--- src/rtl/i2c_tgt_pkg.sv ---
package i2c_tgt_pkg;

    localparam int BYTE_W = 8;

    typedef enum logic [2:0] {
        PH_IDLE,
        PH_RX,
        PH_ACK,
        PH_TX,
        PH_MACK
    } phase_e;

    typedef enum logic [1:0] {
        BK_DEV,
        BK_PTR,
        BK_DATA
    } byte_kind_e;

    // Bus events seen on the synchronised lines.
    typedef struct packed {
        logic scl_rise;
        logic scl_fall;
        logic cond_start;
        logic cond_stop;
        logic sda;
    } bus_ev_t;

    // Mask of the device-address bits that take part in the match.
    function automatic logic [6:0] dev_mask(input int keep_bits);
        return 7'h7F << (7 - keep_bits);
    endfunction

endpackage

--- src/rtl/i2c_tgt_sync.sv ---
module i2c_tgt_sync
    import i2c_tgt_pkg::*;
#(
    parameter int DEPTH = 2
) (
    input  logic    clk,
    input  logic    rst,
    input  logic    scl_i,
    input  logic    sda_i,
    output bus_ev_t ev
);

    // chain[g] = {scl, sda} after g+1 flops
    logic [1:0] chain [DEPTH];
    logic [1:0] prev;

    always_ff @(posedge clk) begin
        if (rst) chain[0] <= 2'b11;
        else     chain[0] <= {scl_i, sda_i};
    end

    for (genvar g = 1; g < DEPTH; g++) begin : g_stage
        always_ff @(posedge clk) begin
            if (rst) chain[g] <= 2'b11;
            else     chain[g] <= chain[g-1];
        end
    end

    always_ff @(posedge clk) begin
        if (rst) prev <= 2'b11;
        else     prev <= chain[DEPTH-1];
    end

    logic scl_s, sda_s, scl_p, sda_p;
    assign scl_s = chain[DEPTH-1][1];
    assign sda_s = chain[DEPTH-1][0];
    assign scl_p = prev[1];
    assign sda_p = prev[0];

    always_comb begin
        ev.scl_rise   = scl_s & ~scl_p;
        ev.scl_fall   = ~scl_s & scl_p;
        ev.cond_start = scl_s & scl_p & sda_p & ~sda_s;
        ev.cond_stop  = scl_s & scl_p & ~sda_p & sda_s;
        ev.sda        = sda_s;
    end

endmodule

--- src/rtl/i2c_tgt_ptr.sv ---
module i2c_tgt_ptr #(
    parameter int ADDR_W = 16
) (
    input  logic              clk,
    input  logic              rst,
    input  logic              load,
    input  logic [ADDR_W-1:0] load_val,
    input  logic              step,
    output logic [ADDR_W-1:0] ptr
);

    always_ff @(posedge clk) begin
        if (rst)       ptr <= '0;
        else if (load) ptr <= load_val;
        else if (step) ptr <= ptr + 1'b1;
    end

endmodule

--- src/rtl/i2c_tgt_engine.sv ---
module i2c_tgt_engine
    import i2c_tgt_pkg::*;
#(
    parameter int         ADDR_W    = 16,
    parameter logic [6:0] DEV_BASE  = 7'h28,
    parameter int         DEV_KEEP  = 4
) (
    input  logic              clk,
    input  logic              rst,
    input  bus_ev_t           ev,
    input  logic [BYTE_W-1:0] rdata,
    output logic              sda_oe,
    output logic              we,
    output logic              re,
    output logic [BYTE_W-1:0] wdata,
    output logic              ptr_load,
    output logic [ADDR_W-1:0] ptr_val
);

    localparam int         PTR_BYTES = ADDR_W / BYTE_W;
    localparam int         IDX_W     = (PTR_BYTES > 1) ? $clog2(PTR_BYTES) : 1;
    localparam logic [6:0] MASK      = dev_mask(DEV_KEEP);

    phase_e            phase;
    byte_kind_e        kind;
    logic [3:0]        bitcnt;
    logic [BYTE_W-1:0] sr;
    logic [BYTE_W-1:0] rd_buf;
    logic              rd_pend;
    logic              is_read;
    logic              more;
    logic [IDX_W-1:0]  ptr_idx;

    logic addr_hit;
    assign addr_hit = ((sr[7:1] & MASK) == (DEV_BASE & MASK));

    always_ff @(posedge clk) begin
        if (rst) begin
            phase    <= PH_IDLE;
            kind     <= BK_DEV;
            bitcnt   <= '0;
            sr       <= '0;
            rd_buf   <= '0;
            rd_pend  <= 1'b0;
            is_read  <= 1'b0;
            more     <= 1'b0;
            ptr_idx  <= '0;
            ptr_val  <= '0;
            sda_oe   <= 1'b0;
            we       <= 1'b0;
            re       <= 1'b0;
            wdata    <= '0;
            ptr_load <= 1'b0;
        end else begin
            we       <= 1'b0;
            re       <= 1'b0;
            ptr_load <= 1'b0;
            rd_pend  <= re;
            if (rd_pend) rd_buf <= rdata;

            if (ev.cond_stop) begin
                phase  <= PH_IDLE;
                sda_oe <= 1'b0;
            end else if (ev.cond_start) begin
                phase  <= PH_RX;
                kind   <= BK_DEV;
                bitcnt <= '0;
                sda_oe <= 1'b0;
            end else begin
                unique case (phase)
                    PH_IDLE: ;
                    PH_RX: begin
                        if (ev.scl_rise) begin
                            sr     <= {sr[BYTE_W-2:0], ev.sda};
                            bitcnt <= bitcnt + 4'd1;
                        end else if (ev.scl_fall && bitcnt == 4'd8) begin
                            bitcnt <= '0;
                            unique case (kind)
                                BK_DEV: begin
                                    if (addr_hit) begin
                                        sda_oe  <= 1'b1;
                                        phase   <= PH_ACK;
                                        is_read <= sr[0];
                                        re      <= sr[0];
                                        kind    <= sr[0] ? BK_DATA : BK_PTR;
                                        ptr_idx <= '0;
                                    end else begin
                                        phase <= PH_IDLE;
                                    end
                                end
                                BK_PTR: begin
                                    sda_oe  <= 1'b1;
                                    phase   <= PH_ACK;
                                    ptr_val <= {ptr_val[ADDR_W-BYTE_W-1:0], sr};
                                    if (ptr_idx == IDX_W'(PTR_BYTES - 1)) begin
                                        ptr_load <= 1'b1;
                                        kind     <= BK_DATA;
                                    end else begin
                                        ptr_idx <= ptr_idx + 1'b1;
                                    end
                                end
                                default: begin
                                    sda_oe <= 1'b1;
                                    phase  <= PH_ACK;
                                    we     <= 1'b1;
                                    wdata  <= sr;
                                end
                            endcase
                        end
                    end
                    PH_ACK: begin
                        if (ev.scl_fall) begin
                            bitcnt <= '0;
                            if (is_read) begin
                                phase  <= PH_TX;
                                sda_oe <= ~rd_buf[7];
                                sr     <= {rd_buf[6:0], 1'b0};
                            end else begin
                                phase  <= PH_RX;
                                sda_oe <= 1'b0;
                            end
                        end
                    end
                    PH_TX: begin
                        if (ev.scl_fall) begin
                            if (bitcnt == 4'd7) begin
                                sda_oe <= 1'b0;
                                phase  <= PH_MACK;
                            end else begin
                                sda_oe <= ~sr[7];
                                sr     <= {sr[BYTE_W-2:0], 1'b0};
                                bitcnt <= bitcnt + 4'd1;
                            end
                        end
                    end
                    PH_MACK: begin
                        if (ev.scl_rise) begin
                            more <= ~ev.sda;
                            re   <= ~ev.sda;
                        end else if (ev.scl_fall) begin
                            bitcnt <= '0;
                            if (more) begin
                                phase  <= PH_TX;
                                sda_oe <= ~rd_buf[7];
                                sr     <= {rd_buf[6:0], 1'b0};
                            end else begin
                                phase <= PH_IDLE;
                            end
                        end
                    end
                    default: phase <= PH_IDLE;
                endcase
            end
        end
    end

endmodule

--- src/rtl/i2c_regbank_target.sv ---
module i2c_regbank_target
    import i2c_tgt_pkg::*;
#(
    parameter int         ADDR_W     = 16,
    parameter logic [6:0] DEV_BASE   = 7'h28,
    parameter int         DEV_KEEP   = 4,
    parameter int         SYNC_DEPTH = 2
) (
    input  logic              clk,
    input  logic              rst,
    input  logic              scl_i,
    input  logic              sda_i,
    output logic              sda_oe,
    output logic [ADDR_W-1:0] reg_addr,
    output logic              reg_we,
    output logic              reg_re,
    output logic [BYTE_W-1:0] reg_wdata,
    input  logic [BYTE_W-1:0] reg_rdata
);

    bus_ev_t           ev;
    logic              ptr_load;
    logic [ADDR_W-1:0] ptr_val;

    i2c_tgt_sync #(.DEPTH(SYNC_DEPTH)) u_sync (
        .clk   (clk),
        .rst   (rst),
        .scl_i (scl_i),
        .sda_i (sda_i),
        .ev    (ev)
    );

    i2c_tgt_engine #(
        .ADDR_W   (ADDR_W),
        .DEV_BASE (DEV_BASE),
        .DEV_KEEP (DEV_KEEP)
    ) u_engine (
        .clk      (clk),
        .rst      (rst),
        .ev       (ev),
        .rdata    (reg_rdata),
        .sda_oe   (sda_oe),
        .we       (reg_we),
        .re       (reg_re),
        .wdata    (reg_wdata),
        .ptr_load (ptr_load),
        .ptr_val  (ptr_val)
    );

    // Each committed byte, written or fetched, steps the pointer.
    i2c_tgt_ptr #(.ADDR_W(ADDR_W)) u_ptr (
        .clk      (clk),
        .rst      (rst),
        .load     (ptr_load),
        .load_val (ptr_val),
        .step     (reg_we | reg_re),
        .ptr      (reg_addr)
    );

endmodule

--- config.mk ---
export PLATFORM = sky130hd
export DESIGN_NAME = i2c_regbank_target
export DESIGN_NICKNAME = d
export VERILOG_FILES = /design/src/rtl/i2c_tgt_pkg.sv /design/src/rtl/i2c_tgt_sync.sv /design/src/rtl/i2c_tgt_ptr.sv /design/src/rtl/i2c_tgt_engine.sv /design/src/rtl/i2c_regbank_target.sv
export SDC_FILE = /design/constraint.sdc
export NUM_CORES = 1
export LEC_CHECK = 0
export BUFFER_PORTS_ARGS = -buffer_cell sky130_fd_sc_hd__buf_4
export CAP_MARGIN = 5
export CORE_MARGIN = 4
export CORE_UTILIZATION = 55
export CTS_CLUSTER_SIZE = 40
export DETAILED_ROUTE_END_ITERATION = 16
export PLACE_DENSITY = 0.87
export SLEW_MARGIN = 25
export SYNTH_ARGS = -nofsm -noshare
export SYNTH_HDL_FRONTEND = slang
export SYNTH_SLANG_ARGS = --single-unit
--- constraint.sdc ---
create_clock -name clk -period 3.2 [get_ports clk]
set_input_delay 0.48 -clock clk [delete_from_list [all_inputs] [get_ports clk]]
set_output_delay 0.48 -clock clk [all_outputs]
set_load 0.01 [all_outputs]
# After elaboration in Yosys (flattened, before gate mapping)
# Memory sizes are Yosys's and may differ from the RTL's.
# Cells that the tools add are included.
# classes
add_sub_neg	3
eq_ne	34
mux	68
bitwise	24
n_reduce_logical	26
# ops
operator	count
2-to-1 mux 8 bit	8
2-to-1 mux 16 bit	2
one-hot mux 8 bit (4 select lines)	1
2-to-1 mux 4 bit	7
2-to-1 mux 2 bit	13
2-to-1 mux 1 bit	24
!= test 3 x 2 -> 1 bit (second input constant)	8
2-to-1 mux 3 bit	7
AND reduction 7 bit	3
AND reduction 6 bit	3
adder 16 x 1 -> 16 bit (second input constant)	1
!= test 2 x 1 -> 1 bit (second input constant)	8
one-hot mux 4 bit (4 select lines)	1
AND reduction 8 bit	2
one-hot mux 3 bit (5 select lines)	1
NOT 1 bit	14
!= test 2 bit (second input constant)	6
AND reduction 11 bit	1
!= test 3 bit (second input constant)	3
AND reduction 9 bit	1
equality test 4 x 3 -> 1 bit (second input constant)	2
nonzero test 2 bit	4
bitwise AND 1 bit	7
OR reduction 7 bit	1
other kinds (22)	27
# word_totals
reg_bits	75
mem_bits_rw	4
elab_cells	174
mem_count	1
# memory_table
memory	words	word_bits	read_ports	rd_ports_with_merged_regs	write_ports	line	source
u_sync.chain	2	2	2	0	2	i2c_tgt_sync.sv:14	logic [1:0] chain [DEPTH];

# Longest topological paths before layout
# Gate-level depths: netlist (run 1).
# An unclocked memory read counts as a cell.
# depth
ltp_word	8
depth_mapped	7
depth_no_buf	6

# Hierarchy
# Synthesis (run 1) repeated with hierarchy kept, for this count alone.
# hier_totals
hier_cells	434
area_unflattened_um2	3781.1
# by_module_without_submodules
mod	n_inst	cells_per_inst	area_per_inst_um2	seq_area_each_um2
i2c_tgt_engine	1	305	2600.0	1141.1
i2c_tgt_ptr	1	112	984.7	320.3
i2c_tgt_sync	1	16	190.2	120.1
i2c_regbank_target	1	1	6.3	0.0

# Worst setup path after synthesis (run 1)
# Ideal clock, no wire load.
# synth_path
kind	reg-to-reg
start	register u_engine.bitcnt[0]
end	register u_engine.sr[5]
setup_time_ns	0.079
arrival_ns	1.715
setup_slack_ns	1.405
path_stages_with_launch	8
n_path_buf	1
period_less_slack_ns	1.795
path_cell_list	dfxtp_1 ha_1 and3b_1 a41o_1 a211oi_4 buf_6 nor2_2 a211oi_2
# synth_via
elab_chain_cells	3
# synth_lines
item	line	source
from (decl)	i2c_tgt_engine.sv:26	logic [3:0] bitcnt;
from (signal assigned)	i2c_tgt_engine.sv:75	bitcnt <= bitcnt + 4'd1;
from (signal assigned)	i2c_tgt_engine.sv:132	bitcnt <= bitcnt + 4'd1;
equality test 4 x 3 -> 1 bit	i2c_tgt_engine.sv:126	if (bitcnt == 4'd7) begin
!= test 2 bit (no source line)	n/a	
AND reduction 11 bit (no source line)	n/a	
to (signal assigned)	i2c_tgt_engine.sv:117	sr <= {rd_buf[6:0], 1'b0};
to (signal assigned)	i2c_tgt_engine.sv:131	sr <= {sr[BYTE_W-2:0], 1'b0};
to (signal assigned)	i2c_tgt_engine.sv:145	sr <= {rd_buf[6:0], 1'b0};
to (decl)	i2c_tgt_engine.sv:27	logic [BYTE_W-1:0] sr;
# No other way between the ends.
# A chain may end at the register's enable or synchronous reset.

# Final worst setup path (run 1)
# layout_path
start	register u_engine.phase[0]
end	register u_engine.sr[0]
# layout_via
elab_chain_cells	3
word_cells_on_any_way	15
# layout_lines
item	line	source
from (decl)	i2c_tgt_engine.sv:24	phase_e phase;
from (signal assigned)	i2c_tgt_engine.sv:39	phase <= PH_IDLE;
from (signal assigned)	i2c_tgt_engine.sv:62	phase <= PH_IDLE;
from (signal assigned)	i2c_tgt_engine.sv:65	phase <= PH_RX;
equality test 3 bit, or another cell as far along	i2c_tgt_engine.sv:70	unique case (phase)
!= test 2 x 1 -> 1 bit (no source line), or another cell as far along	n/a	
AND reduction 11 bit (no source line)	n/a	
to (signal assigned)	i2c_tgt_engine.sv:74	sr <= {sr[BYTE_W-2:0], ev.sda};
to (signal assigned)	i2c_tgt_engine.sv:117	
to (signal assigned)	i2c_tgt_engine.sv:131	
# Parallel ways exist; a longest one is shown, timed or not.

==> impl_metrics.yaml, run 1 <==
outcome:
  outcome: "complete, no violations"
pwr:
  finalPower_uw: 1760
  power_density_nw_per_um2: 429
  irDropWorstVdd_uv: 290
  p_leak_uw: 0.00146
yosys:
  async_flop_share_pct: 0
  syn-cell-area_um2: 3640
  synth-seq-cells: 79
  synthCells: 400
  synthAdderAreaFrac_pct: 1.03
  synthesis.nets: 415
  synthFlopType: "dfxtp_1"
  yosysWarningCount: 0
  synth_top_area_share_pct: 43.5
  seq_area_frac_synth_pct: 43.5
  synth_top_family_by_area: "simple AND/OR/NAND/NOR gates"
  synth_compound_area_share_pct: 12.7
  synth_area_leaders: "dfxtp_1 (43%), mux2i_1 (11%), nor2_1 (6.6%), a21oi_1 (3.0%), nand2_1 (2.6%)"
  synthMuxAreaShare_pct: 11.6
  syn_avg_cell_area_um2: 9.10
  synth-simple-area-share_pct: 23.6
  synthDistinctLibCells: 56
  synth_edf_count: 0
  post-synth-top-area-cell: "dfxtp_1"
  synthXorXnorAreaFrac_pct: 3.61
route:
  wl_mm: 7.41
  drtIter0Drc: 161
  via_count: 2846
  wire_per_inst_um: 14.6
  firstDrtPassIters: 4
  avgViaCountPerCell: 5.59
  drc: 0
  ant_nets: 0
die:
  initial_core_util_pct: 57.0
  die_x_um: 89.3
  coreArea_um2: 6390
  fp.dieH_um: 89.3
  die_area_um2: 7980
  row_count: 29
  io_pins: 39
clocking:
  htreeDepth: 3
  worstSkewPairLatency_ns: 0.35
  cts_tree: "yes"
  cts_made_buffers: 9
  clk_pin_slew_ns: 0.07
  cts_sinks: 79
  cts_setup_buffers: 0
  clockBufferDepth: 2
  ctsResizeCount: 0
  cts_hold_buf: 0
  root_buffer: "clkbuf_8"
sta:
  finalCritPeriodShare_pct: 71.0
  setup-tns-final_ns: 0
  finalMaxSlewViolations: 0
  rsz0062_at_grt: "false"
  hold_viol: 0
  final.min_clock_period_ns: 2.27
  tightest_slew_ns: 0.719
  setup_viol: 0
  finClkSkew_ns: 0.0138
  fin_hold_ws_ns: 0.321
  relSlewSlack_pct: 52.0
  fmax_mhz: 440
worst_setup_path:
  cp.required_ns: 3.40
  cp-end-kind: "register"
  critPathBufInv: 0
  cp_cell_sequence: "nor3b_4 > a211oi_2 > a211oi_4 > mux2i_1 > nor2_1"
  worstPathMaxFanout: 18
  critPathKind: "reg -> reg"
  arrival_ns: 2.48
  slowest_delay_ns: 0.71
  cpLargestDelayFamily: "compound AO/OA/AOI/OAI gates"
  timing.critical_path.slowest_stage_cell: "dfxtp_1"
  crit_path_start_kind: "register"
global_routing:
  grt_pass1_vias: 2626
  grt_max_degree: 75
  antenna_found_initial: 0
  grt-ovfl-total: 0
  grtUsageTotal_pct: 20.0
  grt_first_pass_wirelength_mm: 12.5
final_layout:
  syn2layout_area_growth_pct: 12.6
  multi_input_area_um2: 1910
  final_common_cell: "dfxtp_1"
  insertedDiodeCount: 0
  fillers: 546
  seqCellArea_um2: 1580
  final_nets: 443
  layout-drive-gt1-share_pct: 19.0
  final_area_um2: 4100
  final_cell_mix: "dfxtp_1 (79), nor2_1 (64), mux2i_1 (41)"
min_path:
  hold_class: "in -> reg"
job:
  drv_cap: 0
placed_design:
  place_hpwl_mm: 5.21
  routabilityCongestion: 0.859
  place_area_um2: 3920
  port-buffer-count: 38
==> layer usage <==
layer	up-vias	global-route usage, %	part of all wire [%]
met1	1309	27.5	49
met4	0	7.31	1.9
met3	13	5.07	5.1
met5	-	0	0
met2	77	30.2	44
li1	1447	-	-
==> where the power goes <==
group | internal (µW) | switching [µW] | leakage (µW) | total, µW
sequential | 992 | 15.5 | 0.000638 | 1010
clock | 323 | 355 | 0.0000918 | 678
combinational | 31.0 | 39.5 | 0.000728 | 70.5
total | 1350 | 411 | 0.00146 | 1760
==> flip-flops by register name (all words and copies together) (netlist names), 2 cells and up <==
| signal | count |
|---|---|
| u_engine.kind | 2 |
| u_engine.phase | 3 |
| u_engine.ptr_val | 16 |
| u_sync.chain | 4 |
| u_engine.wdata | 8 |
| u_ptr.ptr | 16 |
| u_engine.sr | 8 |
| u_engine.rd_buf | 8 |
| u_engine.bitcnt | 4 |
| u_sync.prev | 2 |
==> cell usage after synthesis, types with 2 or more instances <==
master / instances
and2_1: 2
a211oi_2: 4
and4bb_2: 3
nand4b_1: 3
inv_1: 11
nand2b_1: 8
a311oi_1: 2
nor2_2: 3
o2111ai_1: 2
nand2_1: 25
or2_2: 8
a21oi_1: 22
xor2_1: 6
buf_2: 5
a211oi_1: 10
nand4_1: 3
dfxtp_1: 79
nor3b_1: 2
clkbuf_1: 13
mux2i_1: 41
a31oi_1: 2
nor4_1: 2
nor2_1: 64
nor3_1: 8
xnor2_1: 9
nor2b_1: 5
o22ai_1: 2
ha_1: 3
o21ai_0: 11
nand3_1: 9
nand3b_1: 3
buf_6: 2
and3_1: 3
or3_1: 3
==> metrics by stage <==
| step | utilization, % | worst slack, ns | cells |
|---|---|---|---|
| 6_report | 64.2 | 0.927 | 509 |
| 5_1_grt | 64.2 | 0.707 | 509 |
| 4_1_cts | 64.2 | 0.933 | 509 |
| 3_5_place_dp | 61.3 | 0.942 | 494 |
| 3_3_place_gp | 61.3 | 1.01 | 494 |
| 2_1_floorplan | - | 1.41 | 400 |
==> worst paths after layout <==
| kind | slack, ns | cells past startpoint | endpoint | startpoint |
|---|---|---|---|---|
| max reg2reg | 0.93 | 5 | u_engine.sr[0] | u_engine.phase[0] |
| max | 0.93 | 5 | u_engine.sr[0] | u_engine.phase[0] |
| min | 0.32 | 2 | u_sync.chain[0][1] | scl_i |
| min reg2reg | 0.41 | 1 | u_sync.chain[1][1] | u_sync.chain[0][1] |
==> final cells by class <==
cell class | count | area share, %
sequential | 79 | 38.6
inverter | 11 | 1.01
timing repair buffer | 38 | 6.96
tap | 77 | 2.35
clock buffer | 11 | 3.69
multi-input combinational | 289 | 46.7
clock inverter | 4 | 0.733
==> cell families (layout without fill, tap and decap cells) <==
family	Yosys count	after routing
XOR/XNOR	15	15
adder cells (fa/ha/maj)	3	3
multiplexers	42	42
buffers and inverters	32	64
flip-flops	79	79
AO/OA/AOI/OAI	65	65
AND/OR/NAND/NOR	164	164
(Power assumes the default switching activity.)
==> run 2, diff against run 1 <==
--- a/config.mk
+++ b/config.mk
@@ -8,10 +8,10 @@
 export BUFFER_PORTS_ARGS = -buffer_cell sky130_fd_sc_hd__buf_4
 export CAP_MARGIN = 5
 export CORE_MARGIN = 4
-export CORE_UTILIZATION = 55
+export CORE_UTILIZATION = 53
 export CTS_CLUSTER_SIZE = 40
 export DETAILED_ROUTE_END_ITERATION = 16
-export PLACE_DENSITY = 0.87
+export PLACE_DENSITY = 0.88
 export SLEW_MARGIN = 25
 export SYNTH_ARGS = -nofsm -noshare
 export SYNTH_HDL_FRONTEND = slang
==> constraint.sdc (replaced) <==
create_clock -name clk -period 2.09 [get_ports clk]
set_input_delay 0.3135 -clock clk [delete_from_list [all_inputs] [get_ports clk]]
set_output_delay 0.3135 -clock clk [all_outputs]
set_load 0.01 [all_outputs]
==> run 2 against run 1 <==
Compared with the run above:
- flip-flop and latch count stayed put
- die area is 3.4% higher
- final area is 2.9% higher
- critical path type unchanged
- critical endpoint is now u_engine.bitcnt[3]
==> impl_metrics.yaml, run 2 (synthesis gave the netlist of run 1 again) <==
clocking:
  cts_made_buffers: 9
  cts_tree: "yes"
  cts_hold_buf: 0
  root_buffer: "clkbuf_8"
  worstSkewPairLatency_ns: 0.37
  ctsResizeCount: 0
  cts_sinks: 79
  htreeDepth: 3
  clk_pin_slew_ns: 0.08
  cts_setup_buffers: 0
  clockBufferDepth: 2
worst_setup_path:
  critPathBufInv: 0
  cp-end-kind: "register"
  timing.critical_path.slowest_stage_cell: "or3_1"
  cp_cell_sequence: "ha_1 > and3b_1 > a41o_1 > or3_1 > o21ai_0 > a21oi_1"
  critPathKind: "reg -> reg"
  cpLargestDelayFamily: "simple AND/OR/NAND/NOR gates"
  slowest_delay_ns: 0.44
  crit_path_start_kind: "register"
  arrival_ns: 2.18
  cp.required_ns: 2.33
  worstPathMaxFanout: 4
sta:
  final.min_clock_period_ns: 1.94
  setup_viol: 0
  hold_viol: 0
  rsz0062_at_grt: "false"
  finalMaxSlewViolations: 0
  relSlewSlack_pct: 55.1
  fmax_mhz: 514
  tightest_slew_ns: 0.673
  finalCritPeriodShare_pct: 93.1
  setup-tns-final_ns: 0
  finClkSkew_ns: 0.0172
global_routing:
  antenna_found_initial: 0
  grt_first_pass_wirelength_mm: 13.5
  grtUsageTotal_pct: 20.1
  grt_use_met1_pct: 27.0
  busiest_layer: "met2"
  use_met3_pct: 4.33
  grt_pass1_vias: 2823
  met2_usage_pct: 31.4
  grt-ovfl-total: 0
  grt_max_degree: 31
final_layout:
  final_nets: 455
  insertedDiodeCount: 0
  final_cell_mix: "dfxtp_1 (79), nor2_1 (64), buf_4 (48)"
  layout-drive-gt1-share_pct: 20.9
  syn2layout_area_growth_pct: 15.9
  fillers: 537
  reg_top3: "u_engine.ptr_val x16, u_ptr.ptr x16"
  final_common_cell: "dfxtp_1"
placed_design:
  routabilityCongestion: 0.975
  port-buffer-count: 38
  place_hpwl_mm: 5.73
route:
  wire_per_inst_um: 15.1
  via_count: 3016
  drc: 0
  ant_nets: 0
  firstDrtPassIters: 5
  avgViaCountPerCell: 5.78
  drtIter0Drc: 249
  wl_mm: 7.87
die:
  io_pins: 39
  initial_core_util_pct: 56.0
  die_x_um: 90.9
  coreArea_um2: 6490
  die_area_um2: 8250
  fp.dieH_um: 90.9
  row_count: 29
pwr:
  irDropWorstVdd_uv: 659
  p_leak_uw: 0.00152
  power_density_nw_per_um2: 645
  finalPower_uw: 2720
min_path:
  hold_class: "in -> reg"
job:
  drv_cap: 0
outcome:
  outcome: "complete, no violations"
-- run 2: through the flow --
stage                     setup WS [ns]  hold slack [ns]  instances  util, %  instance area [µm²]
final                             0.145            0.133        522     64.9                 4220
after global routing            0.00694            0.136        522     64.9                 4220
after CTS                         0.162            0.122        522     64.9                 4220
after detailed placement          0.181            0.398        506     62.1                 4030
after global placement            0.251            0.392        506     62.1                 4030
after floorplan                   0.295            0.389        400        -                 3640
-- run 2: final timing paths --
check / start / end / slack [ns] / depth (start not counted)
worst max-delay path: u_engine.bitcnt[0] / u_engine.bitcnt[3] / 0.15 / 6
worst min-delay path: scl_i / u_sync.chain[0][1] / 0.13 / 2
worst min register to register: u_sync.chain[0][1] / u_sync.chain[1][1] / 0.41 / 1
worst max register to register: u_engine.bitcnt[0] / u_engine.bitcnt[3] / 0.15 / 6
-- run 2: report_power, final --
group	internal (µW)	switching [µW]
sequential	1520	20.1
combinational	55.6	67.8
clock	504	553
-- run 2: cell type report --
type / count / area, µm² / area share [%]
tap: 77 / 96.3 / 2.29
clock inverter: 3 / 25.0 / 0.594
clock buffer: 13 / 159 / 3.77
timing repair buffer: 50 / 400 / 9.50
inverter: 11 / 41.3 / 0.980
multi-input combinational: 289 / 1910 / 45.4
sequential: 79 / 1580 / 37.5
-- run 2: per-layer routing --
layer  vias to the layer above  part of all wire (%)
met5                         -                     0
met4                         0                   1.8
met2                        99                    46
li1                       1475                     -
met1                      1427                    47
met3                        15                   5.3
